### src/rtl/qdac_pkg.sv
package qdac_pkg;

  typedef enum logic [1:0] {
    OP_LOAD  = 2'b00,
    OP_WRUPD = 2'b01,
    OP_BCAST = 2'b10,
    OP_PDOWN = 2'b11
  } op_e;

  typedef enum logic [1:0] {
    TERM_HIZ   = 2'b00,
    TERM_R2K5  = 2'b01,
    TERM_R100K = 2'b10
  } term_e;

  function automatic term_e term_of(logic [1:0] sel);
    case (sel)
      2'b01:   return TERM_R2K5;
      2'b10:   return TERM_R100K;
      default: return TERM_HIZ;
    endcase
  endfunction

endpackage

### src/rtl/qdac_in_sync.sv
module qdac_in_sync #(
  parameter int WIDTH  = 3,
  parameter int STAGES = 2,
  parameter logic [WIDTH-1:0] RST_VAL = '0
) (
  input  logic             clk_i,
  input  logic             rst_ni,
  input  logic [WIDTH-1:0] d_i,
  output logic [WIDTH-1:0] q_o
);

  logic [STAGES-1:0][WIDTH-1:0] stg_q;

  for (genvar s = 0; s < STAGES; s++) begin : g_stage
    always_ff @(posedge clk_i or negedge rst_ni) begin
      if (!rst_ni)     stg_q[s] <= RST_VAL;
      else if (s == 0) stg_q[s] <= d_i;
      else             stg_q[s] <= stg_q[(s == 0) ? 0 : s-1];
    end
  end

  assign q_o = stg_q[STAGES-1];

endmodule

### src/rtl/qdac_frame_rx.sv
module qdac_frame_rx #(
  parameter int FRAME_W = 16,
  parameter int KEEP_W  = 14
) (
  input  logic              clk_i,
  input  logic              rst_ni,
  input  logic              sync_n_i,
  input  logic              sclk_i,
  input  logic              din_i,
  output logic              done_o,
  output logic [KEEP_W-1:0] word_o
);

  localparam int CNT_W = $clog2(FRAME_W + 1);
  localparam int PAD_W = FRAME_W - KEEP_W;
  localparam logic [CNT_W-1:0] LAST = CNT_W'(FRAME_W - 1);
  localparam logic [CNT_W-1:0] FULL = CNT_W'(FRAME_W);

  logic               sclk_q;
  logic               fall;
  logic [CNT_W-1:0]   cnt_q;
  logic [FRAME_W-2:0] sh_q;
  logic [FRAME_W-1:0] sh_nxt;

  assign fall   = sclk_q & ~sclk_i;
  assign sh_nxt = {sh_q, din_i};

  always_ff @(posedge clk_i or negedge rst_ni) begin
    if (!rst_ni) begin
      sclk_q <= 1'b1;
      cnt_q  <= '0;
      sh_q   <= '0;
      done_o <= 1'b0;
      word_o <= '0;
    end else begin
      sclk_q <= sclk_i;
      done_o <= 1'b0;
      if (sync_n_i) begin
        cnt_q <= '0;                       // frame closed or aborted
      end else if (fall && cnt_q != FULL) begin
        sh_q  <= sh_nxt[FRAME_W-2:0];
        cnt_q <= cnt_q + 1'b1;
        if (cnt_q == LAST) begin
          done_o <= 1'b1;
          word_o <= sh_nxt[FRAME_W-1:PAD_W];
        end
      end
    end
  end

endmodule

### src/rtl/qdac_chan_bank.sv
module qdac_chan_bank
  import qdac_pkg::*;
#(
  parameter int NUM_CH = 4,
  parameter int DATA_W = 10,
  parameter int ADDR_W = 2
) (
  input  logic                     clk_i,
  input  logic                     rst_ni,
  input  logic                     done_i,
  input  op_e                      op_i,
  input  logic [ADDR_W-1:0]        addr_i,
  input  logic [DATA_W-1:0]        data_i,
  output logic [NUM_CH*DATA_W-1:0] code_o
);

  for (genvar ch = 0; ch < NUM_CH; ch++) begin : g_ch
    logic [DATA_W-1:0] in_q, out_q;
    logic              hit;

    assign hit = (addr_i == ADDR_W'(ch));

    always_ff @(posedge clk_i or negedge rst_ni) begin
      if (!rst_ni) begin
        in_q  <= '0;
        out_q <= '0;
      end else if (done_i) begin
        case (op_i)
          OP_LOAD:  if (hit) in_q <= data_i;
          OP_WRUPD: begin
            if (hit) begin
              in_q  <= data_i;
              out_q <= data_i;
            end else begin
              out_q <= in_q;               // staged codes go out together
            end
          end
          OP_BCAST: begin
            in_q  <= data_i;
            out_q <= data_i;
          end
          default: ;                       // power-down keeps codes
        endcase
      end
    end

    assign code_o[ch*DATA_W +: DATA_W] = out_q;
  end

endmodule

### src/rtl/qdac_pwr_ctl.sv
module qdac_pwr_ctl
  import qdac_pkg::*;
(
  input  logic       clk_i,
  input  logic       rst_ni,
  input  logic       done_i,
  input  op_e        op_i,
  input  logic [1:0] sel_i,
  output logic       pdown_o,
  output term_e      term_o
);

  always_ff @(posedge clk_i or negedge rst_ni) begin
    if (!rst_ni) begin
      pdown_o <= 1'b0;
      term_o  <= TERM_HIZ;
    end else if (done_i) begin
      if (op_i == OP_PDOWN) begin
        pdown_o <= 1'b1;
        term_o  <= term_of(sel_i);
      end else begin
        pdown_o <= 1'b0;
        term_o  <= TERM_HIZ;
      end
    end
  end

endmodule

### src/rtl/qdac_cmd_rx.sv
module qdac_cmd_rx
  import qdac_pkg::*;
#(
  parameter int NUM_CH      = 4,
  parameter int DATA_W      = 10,
  parameter int FRAME_W     = 16,
  parameter int SYNC_STAGES = 2
) (
  input  logic                     clk_i,
  input  logic                     rst_ni,
  input  logic                     sync_ni,
  input  logic                     sclk_i,
  input  logic                     din_i,
  output logic [NUM_CH*DATA_W-1:0] code_o,
  output logic                     pdown_o,
  output logic [1:0]               term_o
);

  localparam int ADDR_W = $clog2(NUM_CH);
  localparam int OP_W   = 2;
  localparam int KEEP_W = ADDR_W + OP_W + DATA_W;

  logic              sync_s, sclk_s, din_s;
  logic              frame_done;
  logic [KEEP_W-1:0] frame_word;
  logic [ADDR_W-1:0] frame_addr;
  op_e               frame_op;
  logic [DATA_W-1:0] frame_data;
  term_e             term_q;

  qdac_in_sync #(
    .WIDTH  (3),
    .STAGES (SYNC_STAGES),
    .RST_VAL(3'b110)
  ) u_sync (
    .clk_i (clk_i),
    .rst_ni(rst_ni),
    .d_i   ({sync_ni, sclk_i, din_i}),
    .q_o   ({sync_s, sclk_s, din_s})
  );

  qdac_frame_rx #(
    .FRAME_W(FRAME_W),
    .KEEP_W (KEEP_W)
  ) u_frame (
    .clk_i   (clk_i),
    .rst_ni  (rst_ni),
    .sync_n_i(sync_s),
    .sclk_i  (sclk_s),
    .din_i   (din_s),
    .done_o  (frame_done),
    .word_o  (frame_word)
  );

  assign frame_addr = frame_word[KEEP_W-1 -: ADDR_W];
  assign frame_op   = op_e'(frame_word[DATA_W +: OP_W]);
  assign frame_data = frame_word[DATA_W-1:0];

  qdac_chan_bank #(
    .NUM_CH(NUM_CH),
    .DATA_W(DATA_W),
    .ADDR_W(ADDR_W)
  ) u_bank (
    .clk_i (clk_i),
    .rst_ni(rst_ni),
    .done_i(frame_done),
    .op_i  (frame_op),
    .addr_i(frame_addr),
    .data_i(frame_data),
    .code_o(code_o)
  );

  qdac_pwr_ctl u_pwr (
    .clk_i  (clk_i),
    .rst_ni (rst_ni),
    .done_i (frame_done),
    .op_i   (frame_op),
    .sel_i  (frame_addr[1:0]),
    .pdown_o(pdown_o),
    .term_o (term_q)
  );

  assign term_o = term_q;

endmodule

### config.mk
export PLATFORM = sky130hd
export DESIGN_NAME = qdac_cmd_rx
export DESIGN_NICKNAME = d
export VERILOG_FILES = /design/src/rtl/qdac_pkg.sv /design/src/rtl/qdac_in_sync.sv /design/src/rtl/qdac_frame_rx.sv /design/src/rtl/qdac_chan_bank.sv /design/src/rtl/qdac_pwr_ctl.sv /design/src/rtl/qdac_cmd_rx.sv
export SDC_FILE = /design/constraint.sdc
export NUM_CORES = 1
export LEC_CHECK = 0
export BUFFER_PORTS_ARGS = -buffer_cell sky130_fd_sc_hd__buf_2
export CAP_MARGIN = 30
export CORE_MARGIN = 3
export CORE_UTILIZATION = 25
export DETAILED_ROUTE_END_ITERATION = 7
export PLACE_DENSITY = 0.37
export REMOVE_ABC_BUFFERS = 1
export SETUP_SLACK_MARGIN = 0.1
export SYNTH_ARGS = -nofsm -noshare
export SYNTH_HDL_FRONTEND = slang
export SYNTH_SLANG_ARGS = --single-unit
### constraint.sdc
create_clock -name clk_i -period 5.15 [get_ports clk_i]
set_input_delay 1.03 -clock clk_i [delete_from_list [all_inputs] [get_ports clk_i]]
set_output_delay 1.03 -clock clk_i [all_outputs]
set_load 0.01 [all_outputs]
# After elaboration in Yosys (flattened, before gate mapping)

Index checks and enable logic that the tools add are counted.

Equal/unequal tests: 8
Reductions and logical operators: 11
Shifts and indexed selects: 0
Divide/modulo/power cells: 0
Bitwise operators: 3
$lt $le $gt $ge: 0
Mux-type cells: 20
Add/subtract/negate cells: 1
$mul: 0

Operators by type and width:

| kind                  | number |
|---|---|
| $pmux W10 S2          | 8 |
| $mux W10              | 4 |
| $mux W5               | 2 |
| $eq A2 B2 Y1 const B  | 4 |
| $reduce_and A2 Y1     | 3 |
| $reduce_bool A2 Y1    | 3 |
| $add A5 B1 Y5 const B | 1 |
| $eq A5 B4 Y1 const B  | 1 |
| $ne A5 B5 Y1 const B  | 1 |
| $eq A2 B1 Y1 const B  | 2 |
| $logic_not A2 Y1      | 2 |
| $mux W1               | 4 |
| $pmux W2 S2           | 1 |
| $reduce_and A3 Y1     | 1 |
| $mux W2               | 1 |
| $not A1 Y1            | 2 |
| $reduce_or A2 Y1      | 1 |
| $and A1 B1 Y1         | 1 |
| $logic_and A1 B1 Y1   | 1 |

Output and inout port bits: 43
RAM bits: 0
Logic and storage cells: 60
ROM bits: 0
Memories: 0
Input port bits: 5
Latch bits: 0
Register bits after elaboration: 125

# Longest topological paths before layout

Gate-level depths: netlist (run 1).

Word-level depth: 5
Depth in mapped cells: 7
Mapped depth without buffers: 5

# Cells and area by module

A second synthesis (run 1) with hierarchy kept.

Cell total of the unflattened synthesis: 439
Area total of the unflattened synthesis: 5388.9 µm²

By module, submodules not included:

| module         | cells each | area an instance (µm²) | times used |
|---|---|---|---|
| qdac_chan_bank | 322        | 3520.9                 | 1 |
| qdac_frame_rx  | 98         | 1555.2                 | 1 |
| qdac_in_sync   | 9          | 177.7                  | 1 |
| qdac_pwr_ctl   | 10         | 135.1                  | 1 |

# Worst setup path before layout (run 1)

Ideal clock, no wire load.

Path type: register to register
Start point: register u_frame.cnt_q[0]
End point: register u_frame.word_o[1]
Cell stages (with the launch flop): 7
Setup time: 0.125 ns
Data required time: 5.025 ns
Arrival: 1.555 ns
Setup slack: 3.470 ns
Cell sequence: dfrtp_1 -> ha_1 -> and3_1 -> ha_1 -> nand3_4 -> buf_6 -> mux2_4

Word-level cells in the longest chain between the ends: 3
Elaborated cells between the ends (all ways): 4

RTL lines:

| item                                   | line                | text |
|---|---|---|
| start: declaration                     | qdac_frame_rx.sv:21 | `logic [CNT_W-1:0] cnt_q;` |
| start signal: assignment               | qdac_frame_rx.sv:42 | `cnt_q <= cnt_q + 1'b1;` |
| $ne A5 B5 Y1                           | qdac_frame_rx.sv:40 | `end else if (fall && cnt_q != FULL) begin` |
| $logic_and A1 B1 Y1                    | qdac_frame_rx.sv:40 |  |
| $reduce_and A3 Y1 (no source line) (*) | -                   |  |
| end signal: assignment                 | qdac_frame_rx.sv:45 | `word_o <= sh_nxt[FRAME_W-1:PAD_W];` |
| end: declaration                       | qdac_frame_rx.sv:11 | `output logic [KEEP_W-1:0] word_o` |

Mark *: on every way between the ends. The rest lies on a longest branch, timed or not.
A chain may end at the register's enable or synchronous reset.

# Worst setup path in the final report (run 1)

Start point: register u_frame.word_o[10]
End point: register u_bank.g_ch[3].in_q[7]

Word-level cells in the longest chain between the ends: 4
Elaborated cells between the ends (all ways): 7

RTL lines:

| item                                             | line                 | text |
|---|---|---|
| $eq A2 B1 Y1 or $logic_not A2 Y1 (tied branches) | qdac_chan_bank.sv:28 | `case (op_i)` |
| $reduce_or A2 Y1 (no source line)                | -                    |  |
| $reduce_bool A2 Y1 (no source line)              | -                    |  |
| $reduce_and A2 Y1 (no source line)               | -                    |  |
| end signal: assignment                           | qdac_chan_bank.sv:29 | `OP_LOAD: if (hit) in_q <= data_i;` |
| end signal: assignment                           | qdac_chan_bank.sv:32 | `in_q <= data_i;` |
| end signal: assignment                           | qdac_chan_bank.sv:39 | `in_q <= data_i;` |
| end: declaration                                 | qdac_chan_bank.sv:18 | `logic [DATA_W-1:0] in_q, out_q;` |

Several ways; a longest one is shown, not always the timed one.

==> results.py, run 1 <==
metrics = {
    "outcome": {
        "outcome": "finished clean",
    },
    "synthesis": {
        "synth-main-ff-cell": "dfrtp_1",
        "synth_top_cell_by_area": "dfrtp_1",
        "synth_area_mm2": 0.00525,
        "synth.top_cells.by_area": "dfrtp_1 (57%), mux2_2 (11%), mux2_4 (5.4%)",
        "ys_seq_elements": 125,
        "synth_top_area_share_pct": 57.2,
        "async_flop_share_pct": 100,
        "synthCells": 411,
        "syn_area_per_cell_um2": 12.8,
        "yosys_warnings": 0,
        "ys_seq_area_share_pct": 59.7,
        "synth-edff-count": 0,
        "yosysUniqueCellTypes": 34,
        "synthTopCellsByCount": "dfrtp_1 (120), mux2_2 (50), o21ai_0 (43)",
        "yosysMostFrequentCell": "dfrtp_1",
    },
    "drt": {
        "drtIter0Drc": 136,
        "topRoutingLayerUsed": "met4",
        "wl_per_cell_um": 15.8,
        "met1_length_um": 5500,
        "drt_first_pass_iters": 4,
        "via_per_inst": 4.33,
        "ant_nets": 0,
        "dr_wl_met3_um": 426,
        "via_count": 3207,
        "drc": 0,
        "drt-total-wl_um": 11700,
        "wl_met2_um": 5630,
    },
    "power_and_ir_drop": {
        "power_frac_comb_pct": 3.0,
        "vdd_drop_max_uv": 237,
        "switching_share_pct": 20.3,
        "power.density_mw_per_mm2": 368,
        "power.net_switching_uw": 475,
        "seqPwrFrac_pct": 44.4,
        "pwr-share-clk_pct": 52.6,
        "p_int_uw": 1870,
        "power.static_leakage_uw": 0.00318,
    },
    "sta": {
        "min_period_over_period_pct": 52.7,
        "fin_skew_ps": 7.13,
        "rsz0062_at_grt": "no",
        "fmax_ghz": 0.368,
        "hold_slack_ps": 356,
        "final.setup.tns_ps": 0,
        "hold_violations": 0,
        "slew_violations": 0,
        "max-slew-margin-rel_pct": 39.0,
        "worst_pin_slew_ps": 915,
        "fin_crit_ps": 2710,
        "setup_viol": 0,
    },
    "clock_network": {
        "clock-sinks": 125,
        "cts_resized": 0,
        "postCtsSetupBuffers": 0,
        "cts_hold_buf": 0,
        "clockRootBuffer": "clkbuf_16",
        "cts_max_level": 4,
        "clk_pin_slew_worst_paths_ps": 50,
        "cts_tree": "built",
        "clk_latency_ps": 420,
        "cts_buffers": 17,
        "max-clock-path-buffers": 2,
    },
    "die": {
        "ioPinCount": 48,
        "row_count": 52,
        "initial_utilization_pct": 25.7,
        "die_y_um": 151,
        "placeableCoreArea_mm2": 0.0204,
        "die_w_um": 151,
        "fp.dieArea_mm2": 0.0228,
    },
    "layout": {
        "nets": 470,
        "fin_util_pct": 31.1,
        "syn2layout_area_growth_pct": 21.1,
        "drive_above_1_share_pct": 34.8,
        "num_antenna_cells": 0,
    },
    "worst_hold_path": {
        "min_from": "u_sync.stg_q[2]",
        "hp-class": "register to register",
    },
    "critical_path": {
        "critical_path.max_fanout": 25,
        "crit_start": "u_frame.word_o[10]",
        "path_cells": "inv_1, ha_1, a21oi_1, buf_4, nor2b_1, mux2_2",
        "endpoint_kind": "register",
        "cp_data_required_time_ps": 5450,
        "worstSetupPathType": "register to register",
        "cp_num_buf_inv": 2,
        "cpLargestDelayFamily": "adder cells",
        "worstSetupStartpointType": "register",
        "critPathArrivalTime_ps": 3010,
        "cpPeakStageDelay_ps": 710,
        "r2r_start": "u_frame.word_o[10]",
        "critPathSlowestCell": "ha_1",
    },
    "global_route": {
        "grt_max_degree": 67,
        "grt_pass1_vias": 3413,
        "grt_usage_pct": 11.1,
        "grt_overflow": 0,
        "grt_pass1_wl_um": 19000,
        "antenna_found_initial": 0,
    },
    "placement": {
        "hpwl_um": 7410,
        "numPortBuffers": 47,
        "gp_congestion": 0.692,
    },
    "flow_run": {
        "drv_cap": 0,
    },
}
[power by group through the flow]
stage	registers [uW]	clock network, uW	logic, uW
floorplan	1050	0	43.5
global placement	1060	0	70.1
detailed placement	1060	0	71.9
CTS	1040	1270	72.0
global route	1050	1310	78.1
finish	1040	1230	69.3
[worst paths after layout]
path	end	slack, ps	cells past startpoint
max in group asynchronous	u_frame.sclk_q	3360	2
min in group asynchronous	u_bank.g_ch[3].in_q[6]	730	1
min reg2reg	u_sync.q_o[2]	360	0
max reg2reg	u_bank.g_ch[3].in_q[7]	2440	6
min	u_sync.q_o[2]	360	0
max	u_bank.g_ch[3].in_q[7]	2440	6
[cells in the final DEF, fill, tap and decap left out]
cell type	count
nand2_2	2
nor2b_1	4
and2_1	1
nor3b_4	1
mux2_4	19
mux2i_1	20
a221oi_1	1
dfstp_2	5
nand4b_1	1
clkbuf_1	1
nand3_1	22
o31ai_1	1
a31oi_1	20
inv_1	9
dfrtp_1	120
bufinv_16	3
clkinv_2	4
buf_2	46
nor2b_2	1
clkbuf_8	5
mux2_2	50
and2b_1	1
o21ai_0	43
or3_1	1
a21oi_1	3
nand2b_1	6
and3_1	1
o21ai_2	2
a31o_2	1
nand4bb_1	1
ha_1	5
o22ai_1	2
buf_4	7
nand3_4	1
nor2_1	22
o21bai_1	1
nand2_1	21
clkbuf_16	17
[metrics by stage]
| stage | total power (uW) | setup WS, ps | std cells | instance area [um^2] |
|---|---|---|---|---|
| after global placement | 1130 | 2540 | 711 | 5760 |
| final | 2340 | 2440 | 741 | 6360 |
| after floorplan | 1090 | 2700 | 388 | 5130 |
| after global routing | 2430 | 2180 | 741 | 6360 |
| after CTS | 2380 | 2370 | 741 | 6360 |
| after detailed placement | 1130 | 2380 | 711 | 5760 |
[registers in the layout, summed over array words and instances, names as in the netlist]
name               flops
u_bank.g_ch.in_q      40
u_bank.g_ch.out_q     40
u_frame.sh_q          15
u_frame.word_o        14
u_frame.cnt_q          5
u_sync.q_o             3
u_sync.stg_q           3
u_pwr.term_o           2
u_frame.done_o         1
u_frame.sclk_q         1
u_pwr.pdown_o          1
[metal layers]
| metal | global-route usage, % | vias to the layer above |
|---|---|---|
| met1 | 14.2 | 1600 |
| met2 | 17.8 | 44 |
| met3 | 3.56 | 13 |
| li1 | - | 1550 |
| met4 | 4.08 | 0 |
| met5 | 0 | - |
[area by class of cell]
type	count	area, um^2
sequential	125	3130
inverter	9	33.8
tap	270	338
timing repair buffer	53	283
clock buffer	23	498
multi-input combinational	254	1970
fill	2111	14100
clock inverter	7	110
[cell families after synthesis]
group,share of synthesized area (%)
DFF,59.7
muxes,20.0
and+or+nand+nor,8.29
AOI/OAI and AO/OA,7.95
buffers and inverters,2.95
adders and majority gates,1.19
No activity file was read; power rests on OpenSTA's default activity.
==> run 2: changes to the inputs <==
--- a/config.mk
+++ b/config.mk
@@ -10,7 +10,7 @@
 export CORE_MARGIN = 3
 export CORE_UTILIZATION = 25
 export DETAILED_ROUTE_END_ITERATION = 7
-export PLACE_DENSITY = 0.37
+export PLACE_DENSITY = 0.39
 export REMOVE_ABC_BUFFERS = 1
 export SETUP_SLACK_MARGIN = 0.1
 export SYNTH_ARGS = -nofsm -noshare
==> constraint.sdc (replaced) <==
create_clock -name clk_i -period 2.3 [get_ports clk_i]
set_input_delay 0.46 -clock clk_i [delete_from_list [all_inputs] [get_ports clk_i]]
set_output_delay 0.46 -clock clk_i [all_outputs]
set_load 0.01 [all_outputs]
==> run 2 against run 1 <==
Clock skew decreased by 0.99 ps. First-iteration DRC count rose by 30%. Register-to-register slack got worse by 2100 ps. Sequential power up 120%. Via count grew 1.0%. Sequential share of layout area decreased by 0.70 points. Critical endpoint is now u_bank.g_ch[2].in_q[7].
==> results.py, run 2 (synthesis results as in run 1) <==
metrics = {
    "layout": {
        "drive_above_1_share_pct": 35.6,
        "fin_util_pct": 31.6,
        "nets": 478,
        "num_antenna_cells": 0,
        "final_common_cell": "dfrtp_1",
        "final_cell_mix": "dfrtp_1 (120), mux2_2 (50), buf_2 (46)",
        "largestRegisters": "u_bank.g_ch.in_q (40), u_bank.g_ch.out_q (40), u_frame.sh_q (15)",
        "syn2layout_area_growth_pct": 22.9,
    },
    "critical_path": {
        "cp_num_buf_inv": 2,
        "critPathSlowestCell": "o21ai_2",
        "path_cells": "inv_1, ha_1, buf_4, o21ai_2, mux2_2",
        "worstSetupPathType": "register to register",
        "worstSetupStartpointType": "register",
        "critical_path.max_fanout": 21,
        "cpPeakStageDelay_ps": 550,
        "cp_data_required_time_ps": 2600,
        "critPathArrivalTime_ps": 2250,
        "cpLargestDelayFamily": "compound AO/OA/AOI/OAI gates",
        "endpoint_kind": "register",
    },
    "power_and_ir_drop": {
        "power_frac_comb_pct": 3.1,
        "seqPwrFrac_pct": 44.3,
        "pwr-share-clk_pct": 52.6,
        "power.static_leakage_uw": 0.00323,
        "switching_share_pct": 20.1,
        "power.net_switching_uw": 1060,
        "vdd_drop_max_uv": 513,
        "power.density_mw_per_mm2": 816,
        "p_int_uw": 4210,
    },
    "sta": {
        "hold_slack_ps": 63.1,
        "final.setup.tns_ps": 0,
        "max-slew-margin-rel_pct": 53.2,
        "layout_setup_ws_ps": 346,
        "min_period_over_period_pct": 85.0,
        "worst_pin_slew_ps": 701,
        "rsz0062_at_grt": "no",
        "slew_violations": 0,
        "setup_viol": 0,
        "fin_crit_ps": 1950,
        "fin_skew_ps": 6.14,
        "hold_violations": 0,
        "fmax_ghz": 0.512,
    },
    "die": {
        "row_count": 52,
        "placeableCoreArea_mm2": 0.0204,
        "die_w_um": 151,
        "fp.dieArea_mm2": 0.0228,
        "initial_utilization_pct": 25.7,
        "ioPinCount": 48,
        "die_y_um": 151,
    },
    "drt": {
        "via_count": 3239,
        "drc": 0,
        "via_per_inst": 4.31,
        "drt-total-wl_um": 11600,
        "wl_per_cell_um": 15.5,
        "drtIter0Drc": 177,
        "ant_nets": 0,
        "drt_first_pass_iters": 4,
    },
    "worst_hold_path": {
        "hp-class": "primary input to asynchronous set/reset pin",
    },
    "global_route": {
        "grt_usage_pct": 11.0,
        "antenna_found_initial": 0,
        "grt_overflow": 0,
        "grt_pass1_vias": 3280,
        "grt_max_degree": 41,
        "grt_pass1_wl_um": 18600,
    },
    "clock_network": {
        "max-clock-path-buffers": 2,
        "cts_resized": 0,
        "cts_tree": "built",
        "cts_buffers": 17,
        "postCtsSetupBuffers": 0,
        "cts_max_level": 4,
        "clock-sinks": 125,
        "cts_hold_buf": 0,
        "clk_pin_slew_worst_paths_ps": 50,
        "clockRootBuffer": "clkbuf_16",
        "clk_latency_ps": 410,
    },
    "placement": {
        "pre_cts_ws_ps": 305,
        "gp_congestion": 0.728,
        "numPortBuffers": 47,
        "hpwl_um": 7740,
    },
    "outcome": {
        "outcome": "finished clean",
    },
    "flow_run": {
        "drv_cap": 0,
    },
}
[run 2: cell types whose count changed in the layout (fill, tap and decap cells not counted)]
cell	delta
buf_12	+2
buf_4	+6
clkbuf_1	+3
clkinv_2	-1
[run 2: cell type report]
class                   count  area [um^2]
repair buffers             61          368
clock inverters             6          105
inverters                   9         33.8
fillers                  2057        14000
multi-input cells         254         1970
clock buffers              26          509
flip-flops and latches    125         3130
well taps                 270          338
[run 2: per-stage QoR]
stage                     power (uW)  cell area (um^2)  instances
after floorplan                 2450              5130        388
final                           5270              6450        751
after global routing            5490              6450        751
after CTS                       5350              6450        751
after detailed placement        2540              5840        719
after global placement          2540              5840        719
[run 2: power groups by stage]
stage | registers (uW) | clock network [uW] | logic [uW]
after floorplan | 2350 | 0 | 97.5
after global placement | 2370 | 0 | 166
after detailed placement | 2370 | 0 | 170
after CTS | 2340 | 2840 | 171
after global routing | 2340 | 2960 | 185
final | 2330 | 2770 | 164
[run 2: per-layer routing]
layer  up-vias  share of wire (%)  global-route usage, %
li1       1579                  -                      -
met4         0                1.9                   4.71
met2        60                 47                   16.9
met5         -                  0                      0
met1      1585                 47                   14.3
met3        15                3.9                   3.20
[run 2: final timing paths]
check / slack [ps] / start / endpoint / cells past startpoint
setup / recovery: 350 / u_frame.word_o[10] / u_bank.g_ch[2].in_q[7] / 5
hold / removal: 60 / rst_ni / u_bank.g_ch[3].out_q[8] / 1
setup reg to reg: 350 / u_frame.word_o[10] / u_bank.g_ch[2].in_q[7] / 5
hold reg to reg: 350 / u_sync.stg_q[0] / u_sync.q_o[0] / 0
max in group asynchronous: 1580 / rst_ni / u_sync.stg_q[1] / 2
min in group clk_i: 150 / sync_ni / u_sync.stg_q[2] / 1
